===== src/rtl/corr_pkg.sv =====
package corr_pkg;
  // Number of correlation lanes: {I,Q} x {prompt, early, late}
  localparam int NLANE  = 6;
  localparam int NPHASE = 3;
  // Lane index = 2*phase + (quadrature ? 1 : 0); the read address uses the same index
  typedef enum logic [2:0] {
    LN_PROMPT_I = 3'd0,
    LN_PROMPT_Q = 3'd1,
    LN_EARLY_I  = 3'd2,
    LN_EARLY_Q  = 3'd3,
    LN_LATE_I   = 3'd4,
    LN_LATE_Q   = 3'd5
  } lane_e;
endpackage


===== src/rtl/corr_product.sv =====
module corr_product import corr_pkg::*; (
  input  logic              sig_i,
  input  logic              sig_q,
  input  logic [NPHASE-1:0] code,
  output logic [NLANE-1:0]  step_dn
);
  // A sign-bit XOR is the product of two +-1 values; 1 means a negative product
  for (genvar ph = 0; ph < NPHASE; ph++) begin : g_phase
    assign step_dn[2*ph]   = sig_i ^ code[ph];
    assign step_dn[2*ph+1] = sig_q ^ code[ph];
  end
endmodule


===== src/rtl/corr_lane.sv =====
module corr_lane #(
  parameter int CNT_W = 24
) (
  input  logic                    clk,
  input  logic                    rst,
  input  logic                    step_en,
  input  logic                    step_dn,
  input  logic                    dump,
  output logic signed [CNT_W-1:0] held
);
  localparam logic signed [CNT_W-1:0] CMAX = {1'b0, {(CNT_W-1){1'b1}}};
  localparam logic signed [CNT_W-1:0] CMIN = {1'b1, {(CNT_W-1){1'b0}}};
  localparam logic signed [CNT_W-1:0] ONE  = {{(CNT_W-1){1'b0}}, 1'b1};

  logic signed [CNT_W-1:0] cnt;
  logic signed [CNT_W-1:0] base;
  logic signed [CNT_W-1:0] nxt;

  // On a boundary the new interval starts from zero and may take this cycle's sample
  always_comb begin
    base = dump ? '0 : cnt;
    nxt  = base;
    if (step_en) begin
      if (step_dn) begin
        if (base != CMIN) nxt = base - ONE;
      end else begin
        if (base != CMAX) nxt = base + ONE;
      end
    end
  end

  always_ff @(posedge clk) begin
    if (rst) begin
      cnt  <= '0;
      held <= '0;
    end else begin
      cnt <= nxt;
      if (dump) held <= cnt;
    end
  end

  a_r3_hold_when_idle: assert property (@(posedge clk) disable iff (rst)
    (!dump && !step_en) |=> (cnt == $past(cnt)));
  a_r5_no_overflow: assert property (@(posedge clk) disable iff (rst)
    (!dump && step_en && !step_dn && cnt == CMAX) |=> (cnt == CMAX));
  a_r5_no_underflow: assert property (@(posedge clk) disable iff (rst)
    (!dump && step_en && step_dn && cnt == CMIN) |=> (cnt == CMIN));
  a_r4_latch_on_dump: assert property (@(posedge clk) disable iff (rst)
    dump |=> (held == $past(cnt)));
  a_r9_held_stable: assert property (@(posedge clk) disable iff (rst)
    !dump |=> $stable(held));
endmodule


===== src/rtl/corr_readout.sv =====
module corr_readout import corr_pkg::*; #(
  parameter int CNT_W  = 24,
  parameter int ADDR_W = 3
) (
  input  logic                    clk,
  input  logic                    rst,
  input  logic                    dump,
  input  logic                    rd_en,
  input  logic [ADDR_W-1:0]       rd_addr,
  input  logic signed [CNT_W-1:0] held [NLANE],
  output logic signed [CNT_W-1:0] rd_data,
  output logic                    rd_valid,
  output logic                    data_ready
);
  localparam logic [ADDR_W-1:0] LAST = ADDR_W'(NLANE - 1);

  logic signed [CNT_W-1:0] sel;

  // Addresses with no lane select zero
  always_comb begin
    sel = '0;
    for (int k = 0; k < NLANE; k++) begin
      if (rd_addr == ADDR_W'(k)) sel = held[k];
    end
  end

  always_ff @(posedge clk) begin
    if (rst) begin
      rd_data    <= '0;
      rd_valid   <= 1'b0;
      data_ready <= 1'b0;
    end else begin
      rd_valid <= rd_en;
      if (rd_en) rd_data <= sel;
      if (dump) data_ready <= 1'b1;
      else if (rd_en && rd_addr == LAST) data_ready <= 1'b0;
    end
  end

  a_r7_ready_on_dump: assert property (@(posedge clk) disable iff (rst)
    dump |=> data_ready);
  a_r7_ready_clear: assert property (@(posedge clk) disable iff (rst)
    (rd_en && rd_addr == LAST && !dump) |=> !data_ready);
  a_r6_read_valid: assert property (@(posedge clk) disable iff (rst)
    rd_en |=> rd_valid);
  a_r6_no_spurious_valid: assert property (@(posedge clk) disable iff (rst)
    !rd_en |=> !rd_valid);
endmodule


===== src/rtl/corr_bank.sv =====
module corr_bank import corr_pkg::*; #(
  parameter int CNT_W = 24,
  localparam int ADDR_W = 3
) (
  input  logic                    clk,
  input  logic                    rst,
  input  logic                    smp_valid,
  input  logic                    smp_blank,
  input  logic                    sig_i,
  input  logic                    sig_q,
  input  logic                    code_prompt,
  input  logic                    code_early,
  input  logic                    code_late,
  input  logic                    dump,
  input  logic                    rd_en,
  input  logic [ADDR_W-1:0]       rd_addr,
  output logic signed [CNT_W-1:0] rd_data,
  output logic                    rd_valid,
  output logic                    data_ready
);
  logic [NPHASE-1:0]       code;
  logic [NLANE-1:0]        step_dn;
  logic                    step_en;
  logic signed [CNT_W-1:0] held [NLANE];

  assign code    = {code_late, code_early, code_prompt};
  assign step_en = smp_valid & ~smp_blank;

  corr_product u_product (
    .sig_i   (sig_i),
    .sig_q   (sig_q),
    .code    (code),
    .step_dn (step_dn)
  );

  for (genvar k = 0; k < NLANE; k++) begin : g_lane
    corr_lane #(.CNT_W(CNT_W)) u_lane (
      .clk     (clk),
      .rst     (rst),
      .step_en (step_en),
      .step_dn (step_dn[k]),
      .dump    (dump),
      .held    (held[k])
    );
  end

  corr_readout #(.CNT_W(CNT_W), .ADDR_W(ADDR_W)) u_readout (
    .clk        (clk),
    .rst        (rst),
    .dump       (dump),
    .rd_en      (rd_en),
    .rd_addr    (rd_addr),
    .held       (held),
    .rd_data    (rd_data),
    .rd_valid   (rd_valid),
    .data_ready (data_ready)
  );

  a_r1_reset_state: assert property (@(posedge clk)
    $past(rst) |-> (!rd_valid && !data_ready));
endmodule


===== config.mk =====
export PLATFORM = sky130hd
export DESIGN_NAME = corr_bank
export DESIGN_NICKNAME = d
export VERILOG_FILES = /design/src/rtl/corr_pkg.sv /design/src/rtl/corr_product.sv /design/src/rtl/corr_lane.sv /design/src/rtl/corr_readout.sv /design/src/rtl/corr_bank.sv
export SDC_FILE = /design/constraint.sdc
export NUM_CORES = 1
export LEC_CHECK = 0
export BUFFER_PORTS_ARGS = -buffer_cell sky130_fd_sc_hd__clkbuf_2
export CORE_MARGIN = 5
export CORE_UTILIZATION = 63
export DETAILED_ROUTE_END_ITERATION = 7
export PLACE_DENSITY = 0.8
export SYNTH_ARGS = -nofsm -noshare
export SYNTH_HDL_FRONTEND = slang
export SYNTH_HIERARCHICAL = 1
export SYNTH_SLANG_ARGS = --single-unit

===== constraint.sdc =====
create_clock -name clk -period 5.8 [get_ports clk]
set_input_delay 1.45 -clock clk [delete_from_list [all_inputs] [get_ports clk]]
set_output_delay 1.45 -clock clk [all_outputs]
set_load 0.02 [all_outputs]

* Word level (Yosys, flattened, before mapping)
Index checks and enable logic that the tools add are counted.
** Word-level totals
- Bits in registers :: 314
- Bits in writable memories :: 0
- Bits in read-only memories :: 0
- Memories :: 0
- Bits in latches :: 0
- Word-level logic and storage cells :: 93
** Operators by class
- Shift operators :: 0
- Add/subtract/negate cells :: 12
- Multipliers :: 0
- Reduce and logical (&&, ||, !) cells :: 3
- $lt $le $gt $ge :: 0
- Eq/ne operators :: 17
- Bitwise gates (word level) :: 8
- Divide/modulo/power cells :: 0
- Mux-type cells :: 38
** Operators with widths (count)
- $mux 24 :: 36
- $ne 24x24->1 const B :: 12
- $add 24x2->24 const B :: 6
- $sub 24x2->24 const B :: 6
- $eq 3x2->1 const B :: 2
- $eq 3x3->1 const B :: 2
- $xor 1x1->1 :: 6
- $eq 3x1->1 const B :: 1
- $logic_not 3->1 :: 1
- $mux 1 :: 2
- $reduce_bool 2->1 :: 1
- $and 1x1->1 :: 1
- $logic_and 1x1->1 :: 1
- $not 1->1 :: 1

* Depth between registers and ports, before layout
Gate-level depths: netlist of the first run.
- Word-level depth :: 7
- Gate-level depth with buffers :: 14
- Gate-level depth less buffers :: 10

* Modules after synthesis
Netlist of the first run, hierarchy kept.
** Modules (own cells, without submodules)
- corr_lane (g_lane[1].u_lane ...) :: cells an instance 385, times used 3, area each 3171.8 um^2
- corr_lane (g_lane[4].u_lane) :: cells an instance 375, times used 1, area each 3070.4 um^2
- corr_lane (g_lane[5].u_lane) :: cells an instance 378, times used 1, area each 2919.0 um^2
- corr_lane (g_lane[0].u_lane) :: cells an instance 365, times used 1, area each 2892.8 um^2
- corr_readout :: cells an instance 223, times used 1, area each 2138.3 um^2
- corr_product :: cells an instance 6, times used 1, area each 52.6 um^2
- corr_bank :: cells an instance 1, times used 1, area each 13.8 um^2

* Least setup slack after synthesis of the first run
Ideal clock, no wire load.
- Kind :: input port to flip-flop
- Start point :: in dump
- End point :: reg g_lane[0].u_lane.cnt[21]
- Cell stages on the path :: 13
- Buffers on the path :: 3
- Arrival :: 3.969 ns
- Path slack :: 1.760 ns
- Cell sequence :: buf_6 -> clkbuf_1 -> inv_1 -> clkbuf_1 -> nand2_1 -> inv_1 -> ha_1 -> and4_1 -> and4_1 -> a21oi_1 -> a22oi_1 -> or4_1 -> a21oi_1
** Between the ends
- Word-level cells in the longest chain between the ends :: 5
** RTL lines
- start, declared :: RTL line corr_bank.sv:14 : input logic dump,
- $mux 24 * :: RTL line corr_lane.sv:21 : base = dump ? '0 : cnt;
- $add 24x2->24, or another cell as far along :: RTL line corr_lane.sv:27 : if (base != CMAX) nxt = base + ONE;
- $mux 24, on equally long branches :: RTL line corr_lane.sv:27, corr_lane.sv:25
- $mux 24 :: RTL line corr_lane.sv:24 : if (step_dn) begin
- $mux 24 * :: RTL line corr_lane.sv:23 : if (step_en) begin
- end signal, assigned :: RTL line corr_lane.sv:37 : cnt <= nxt;
- end, declared :: RTL line corr_lane.sv:15 : logic signed [CNT_W-1:0] cnt;
Every way passes the cells marked *; elsewhere a longest branch is shown, timed or not.
A chain may end at the register's enable or synchronous reset.

* Final worst setup path of the first run
- Start point :: in dump
- End point :: reg g_lane[5].u_lane.cnt[13]
** Between the ends
- Word-level cells in the longest chain between the ends :: 5
** RTL lines (RTL line)
- $mux 24 * :: corr_lane.sv:21
- $add 24x2->24, or another cell as far along :: corr_lane.sv:27
- $mux 24, on equally long branches :: corr_lane.sv:27, corr_lane.sv:25
- $mux 24 :: corr_lane.sv:24
- $mux 24 * :: corr_lane.sv:23
- end signal, assigned :: corr_lane.sv:37
- end, declared :: corr_lane.sv:15
Marked as above.

==> results of run 1 <==
critical path: stages:
cell and delay (ns):
buf_8 0.20, inv_1 0.32, nand2_1 0.15, inv_1 0.12
ha_1 0.19, nand4b_1 0.17, nor2_1 0.30, nand4_1 0.65
and4_1 0.48, or3_1 0.32, a21oi_1 0.14
stage by stage:
step	setup slack, ns	power (mW)	hold slack (ns)
floorplan	1.760	3.093	0.4527
finish	1.686	5.508	0.4910
CTS	1.834	5.516	0.4920
global route	1.571	5.736	0.5146
global placement	1.366	3.275	0.4640
detailed placement	1.278	3.288	0.4687
power groups by stage:
stage          combinational (mW)  sequential, mW  clock [mW]
6_report                    0.890            2.38        2.23
5_1_grt                     0.970            2.39        2.37
4_1_cts                     0.870            2.38        2.27
3_5_place_dp                0.864            2.42           0
3_3_place_gp                0.853            2.42           0
2_1_floorplan               0.765            2.33           0
path summary, 6_finish.rpt:
path	startpoint	endpoint
setup reg to reg	g_lane[5].u_lane/cnt[1]$_SDFF_PP0_	g_lane[5].u_lane/cnt[13]$_SDFF_PP0_
hold reg to reg	g_lane[0].u_lane/held[11]$_SDFFE_PP0P_	g_lane[0].u_lane/held[11]$_SDFFE_PP0P_
setup / recovery	dump	g_lane[5].u_lane/cnt[13]$_SDFF_PP0_
hold / removal	g_lane[0].u_lane/held[11]$_SDFFE_PP0P_	g_lane[0].u_lane/held[11]$_SDFFE_PP0P_
cells in the mapped netlist, drive strengths merged (10+ instances only):
| library cell | instances |
|---|---|
| xor2 | 10 |
| a2bb2oi | 13 |
| a2111oi | 16 |
| xnor2 | 60 |
| a32oi | 15 |
| nand4b | 24 |
| o22a | 16 |
| and4 | 17 |
| nand3 | 72 |
| and3 | 32 |
| nor2b | 46 |
| a21oi | 140 |
| mux2i | 190 |
| o21ai | 94 |
| and2 | 22 |
| nor2 | 348 |
| or4 | 17 |
| o221ai | 17 |
| ha | 12 |
| a41oi | 11 |
| nand2b | 19 |
| nand2 | 168 |
| nor4 | 65 |
| o211ai | 34 |
| dfxtp | 314 |
| o21a | 10 |
| o22ai | 18 |
| buf | 95 |
| nor3 | 81 |
| clkbuf | 119 |
| and3b | 10 |
| a211oi | 45 |
| nor3b | 12 |
| a31oi | 34 |
| o2111ai | 11 |
| and4b | 13 |
| nand4 | 29 |
| a21o | 24 |
| inv | 53 |
| mux2 | 26 |
| or3 | 28 |
| a22oi | 21 |
state kept, by name, summed over array words and instances, names as in the netlist:
| register | count |
|---|---|
| u_readout/rd_valid | 1 |
| g_lane.u_lane/held | 144 |
| g_lane.u_lane/cnt | 144 |
| u_readout/data_ready | 1 |
| u_readout/rd_data | 24 |
kinds of logic after synthesis:
logic type / share of synthesized area (%)
flip-flops: 30.51
AND/OR/NAND/NOR: 27.71
buffers and inverters: 7.312
AO/OA/AOI/OAI: 20.10
adder cells (fa/ha/maj): 0.7288
multiplexers: 10.67
XOR/XNOR: 2.976
area by class of cell:
class	count	area [um^2]
fill	2756	10910
antenna	1	2.502
tap	442	553.0
sequential	314	6286
timing repair buffer	66	430.4
clock buffer	50	1055
inverter	54	202.7
clock inverter	11	102.6
multi-input combinational	1915	12820
routing by layer:
metal / track usage (%) / vias to the layer above
li1: - / 8967
met1: 43.26 / 9202
met2: 50.79 / 1042
met3: 5.932 / 180
met4: 12.24 / 0
met5: 0 / -
==> flow_summary.toml, run 1 <==
[power_and_ir_drop]
netSwitchingPower_mw = 1.625
clkPwrFrac_pct = 40.6
p_leak_nw = 8.173
peakVddDrop_uv = 269.2
p_int_mw = 3.883
p_seq_share_pct = 43.3
comb_power_share_pct = 16.2
p_per_area_nw_per_um2 = 256.7
switching_share_pct = 29.50

[placed_design]
port_buffers = 39
dpl-instance-area_um2 = 20300
dp_hpwl_um = 41660
placed_cells = 2791
place_congestion = 1.008

[final_layout]
nets = 2413
syn_to_final_growth_pct = 4.148
mostFrequentLayoutCell = "nor2_1"
finalNonFillerCells = 2853
final_area_um2 = 21460
layout_common_cells = "nor2_1 (347), dfxtp_1 (314), mux2i_1 (190)"
utilization_pct = 66.28
final_layout_size_suffix_gt1_share_pct = 10.54

[grt]
antenna_found_initial = 1
grt_max_degree = 113
grt_first_pass_wirelength_um = 96580
grt-ovfl-total = 0
grt_usage_pct = 31.94
grt_pass1_vias = 18110

[status]
status = "complete, no violations"

[route]
drt-initial-drc-count = 2437
wire_per_inst_um = 20.87
wl_met3_um = 5407
postRouteAntennaNets = 0
highest_layer = "met4"
vias = 19390
met2_wirelength_um = 26940
dr.pass1.iters = 8
drcViolationCount = 0
drt-met1-wl_um = 24860
routed_wl_um = 59530
via_per_inst = 6.797

[cts]
cts.sinks = 314
cts_buffers = 36
clk_pin_slew_ns = 0.06
cts_resized = 0
cts_root_buf = "clkbuf_16"
tritoncts = "yes"
max-clock-path-buffers = 3
hold_buffers = 0
clock_latency_ns = 0.53
htree_num_levels = 2
postCtsSetupBuffers = 0

[critical_path]
cp-end-kind = "flop"
worst-path-max-fanout = 67
reg2reg_slack_ns = 2.61
cp_data_arrival_time_ns = 4.57
reg2regPathDepth = 9
crit_type = "input pin to flop"
worst_setup_path_start_kind = "input pin"
required_ns = 6.26

[synthesis]
synth.largest_area_cell = "dfxtp_1"
syn_inst = 2503
synth_area_leaders = "dfxtp_1 (31%), mux2i_1 (9.2%), nor2_1 (6.3%)"
netlist.area_leader.share_pct = 30.51
async_flop_share_pct = 0
ys_types = 115
syn_area_um2 = 20600
syn_avg_cell_area_um2 = 8.231
ys_ff_latch = 314
synth-edff-count = 0
synth_nets = 2529
seq_area_frac_synth_pct = 30.51
ys.flop_type = "dfxtp_1"
ys_warn_count = 6

[floorplan]
die_area_um2 = 36420
coreArea_um2 = 32370
die_y_um = 190.8
start_util_pct = 63.64
die_w_um = 190.8
io_pins = 40
placementRows = 66

[sta]
slew_headroom_pct = 11.74
rsz0062_at_grt = "no"
setup_violations = 0
maxSlewViolCount = 0
layout_min_cycle_time_ns = 4.114
fin_worst_skew_ns = 0.02187
max_freq_ghz = 0.2431
worst_pin_slew_ns = 1.323
final_hold_viol_count = 0
fin_crit_sh_pct = 70.92
tns_ns = 0

[job]
maxCapViolCount = 0

[min_path]
hold_path_class = "flop to flop"
min_path_cells = 2
(Power assumes the default switching activity.)
==> run 2, diff against run 1 <==
- CORE_UTILIZATION: 63 -> 58
- PLACE_DENSITY: 0.8 -> 0.77
- clock period: 5.8 -> 3.3 ns (I/O delays scaled with it)
==> run 2 against run 1 <==
Compared with the run above: total power increased by 82%; via count grew 2.3%; cell area increased by 4.4%; setup slack worse by 1.2 ns; global-route usage decreased by 0.97 points; hold slack worse by 0.0046 ns; flip-flop and latch count did not move; first-iteration DRC count grew 7.2%; critical path type is now flop to flop; critical endpoint is now g_lane[5].u_lane/cnt[22]$_SDFF_PP0_; highest routed layer is now met5.
==> flow_summary.toml, run 2 (synthesized netlist as in run 1, its figures left out) <==
[job]
maxCapViolCount = 0

[cts]
cts_resized = 0
tritoncts = "yes"
max-clock-path-buffers = 3
hold_buffers = 0
cts.sinks = 314
cts_buffers = 36
clock_latency_ns = 0.54
postCtsSetupBuffers = 0
cts_root_buf = "clkbuf_16"
htree_num_levels = 2
clk_pin_slew_ns = 0.07

[power_and_ir_drop]
p_per_area_nw_per_um2 = 447.8
p_leak_nw = 8.756
peakVddDrop_uv = 376.7

[sta]
rsz0062_at_grt = "no"
max_freq_ghz = 0.3512
layout_min_cycle_time_ns = 2.847
setup_violations = 0
fin_crit_sh_pct = 86.29
tns_ns = 0
final_hold_viol_count = 0
slew_headroom_pct = 30.00
maxSlewViolCount = 0
fin_worst_skew_ns = 0.007738
worst_pin_slew_ns = 1.040

[route]
routed_wl_um = 62980
drt-initial-drc-count = 2613
postRouteAntennaNets = 0
wire_per_inst_um = 21.17
vias = 19830
drcViolationCount = 0
via_per_inst = 6.666
dr.pass1.iters = 6

[placed_design]
place_congestion = 1.010
port_buffers = 39
placed_cells = 2915
dpl-instance-area_um2 = 21200
dp_hpwl_um = 44990

[floorplan]
placementRows = 69
die_y_um = 198.5
coreArea_um2 = 35310
io_pins = 40
start_util_pct = 58.35
die_w_um = 198.5
die_area_um2 = 39390

[critical_path]
required_ns = 3.73
reg2regPathDepth = 10
cp-end-kind = "flop"
crit_chain = "nand2_1 -> inv_1 -> ha_1 -> nand4b_1 -> nor4_1 -> o2111ai_1 -> a211oi_1 -> buf_4 -> a21oi_1 -> o21a_1"
worst_setup_path_start_kind = "flop"
critPathMaxStageDelay_ns = 0.60
cp_data_arrival_time_ns = 3.28
worst-path-max-fanout = 10
slowest_stage = "dfxtp_1"
crit_type = "flop to flop"

[final_layout]
reg.largest.list = "g_lane.u_lane/cnt (144), g_lane.u_lane/held (144), u_readout/rd_data (24)"
final_layout_size_suffix_gt1_share_pct = 14.32
syn_to_final_growth_pct = 8.782
layout_common_cells = "nor2_1 (347), dfxtp_1 (314), mux2i_1 (190)"
finalNonFillerCells = 2975
nets = 2518
mostFrequentLayoutCell = "nor2_1"
n_antenna_cell = 0
fillers = 3037
final_area_um2 = 22410

[grt]
grt_first_pass_wirelength_um = 100700
grt-ovfl-total = 0
grt_usage_pct = 30.97
grt_pass1_vias = 18550
grt_max_degree = 86
antenna_found_initial = 1

[min_path]
hold_path_class = "flop to flop"
min_path_cells = 2

[status]
status = "complete, no violations"
==> run 2: critical path, delay by kind of cell, from the launching register on <==
kind | cells | cell delay, ns
and+or+nand+nor | 3 | 0.85
AOI/OAI and AO/OA | 4 | 0.81
DFF | 1 | 0.60
buffers and inverters | 2 | 0.28
adders and majority gates | 1 | 0.19
==> run 2: area by class of cell <==
cell class | count | area [um^2] | area share, %
multi-input combinational | 1915 | 12830 | 57.24
sequential | 314 | 6286 | 28.05
timing repair buffer | 171 | 1306 | 5.828
clock buffer | 47 | 1023 | 4.567
tap | 461 | 576.8 | 2.574
inverter | 54 | 202.7 | 0.9044
clock inverter | 13 | 187.7 | 0.8374
==> run 2: through the flow <==
| step | util [%] | hold slack, ns | setup WS [ns] | power, mW |
|---|---|---|---|---|
| floorplan | - | 0.4527 | 0.02344 | 5.437 |
| detailed placement | 60.04 | 0.4783 | 0.08313 | 5.887 |
| CTS | 63.47 | 0.4931 | 0.5439 | 10.03 |
| finish | 63.47 | 0.4864 | 0.4526 | 10.04 |
| global placement | 60.04 | 0.4703 | 0.1345 | 5.854 |
| global route | 63.47 | 0.5146 | 0.3704 | 10.40 |
==> run 2: final timing paths <==
kind	start	slack [ns]	endpoint
worst max-delay path	g_lane[5].u_lane/cnt[0]$_SDFF_PP0_	0.45	g_lane[5].u_lane/cnt[22]$_SDFF_PP0_
worst min-delay path	u_readout/data_ready$_SDFFE_PP0P_	0.49	u_readout/data_ready$_SDFFE_PP0P_
worst max register to register	g_lane[5].u_lane/cnt[0]$_SDFF_PP0_	0.45	g_lane[5].u_lane/cnt[22]$_SDFF_PP0_
worst min register to register	u_readout/data_ready$_SDFFE_PP0P_	0.49	u_readout/data_ready$_SDFFE_PP0P_
==> run 2: routing by layer <==
metal  share of wire (%)  track usage (%)  vias up
met2                  44            48.58     1100
met1                  43            43.84     9368
met3                 9.6            5.386      187
met5               0.021                0        -
li1                    -                -     9175
met4                 3.1            9.422        2
==> run 2: report_power, final <==
part / total, mW / leakage (nW) / internal, mW / switching, mW
Clock: 4.17 / 0.592 / 2.50 / 1.66
Combinational: 1.68 / 5.62 / 0.660 / 1.02
Sequential: 4.19 / 2.55 / 3.93 / 0.262
Total: 10.0 / 8.76 / 7.09 / 2.95
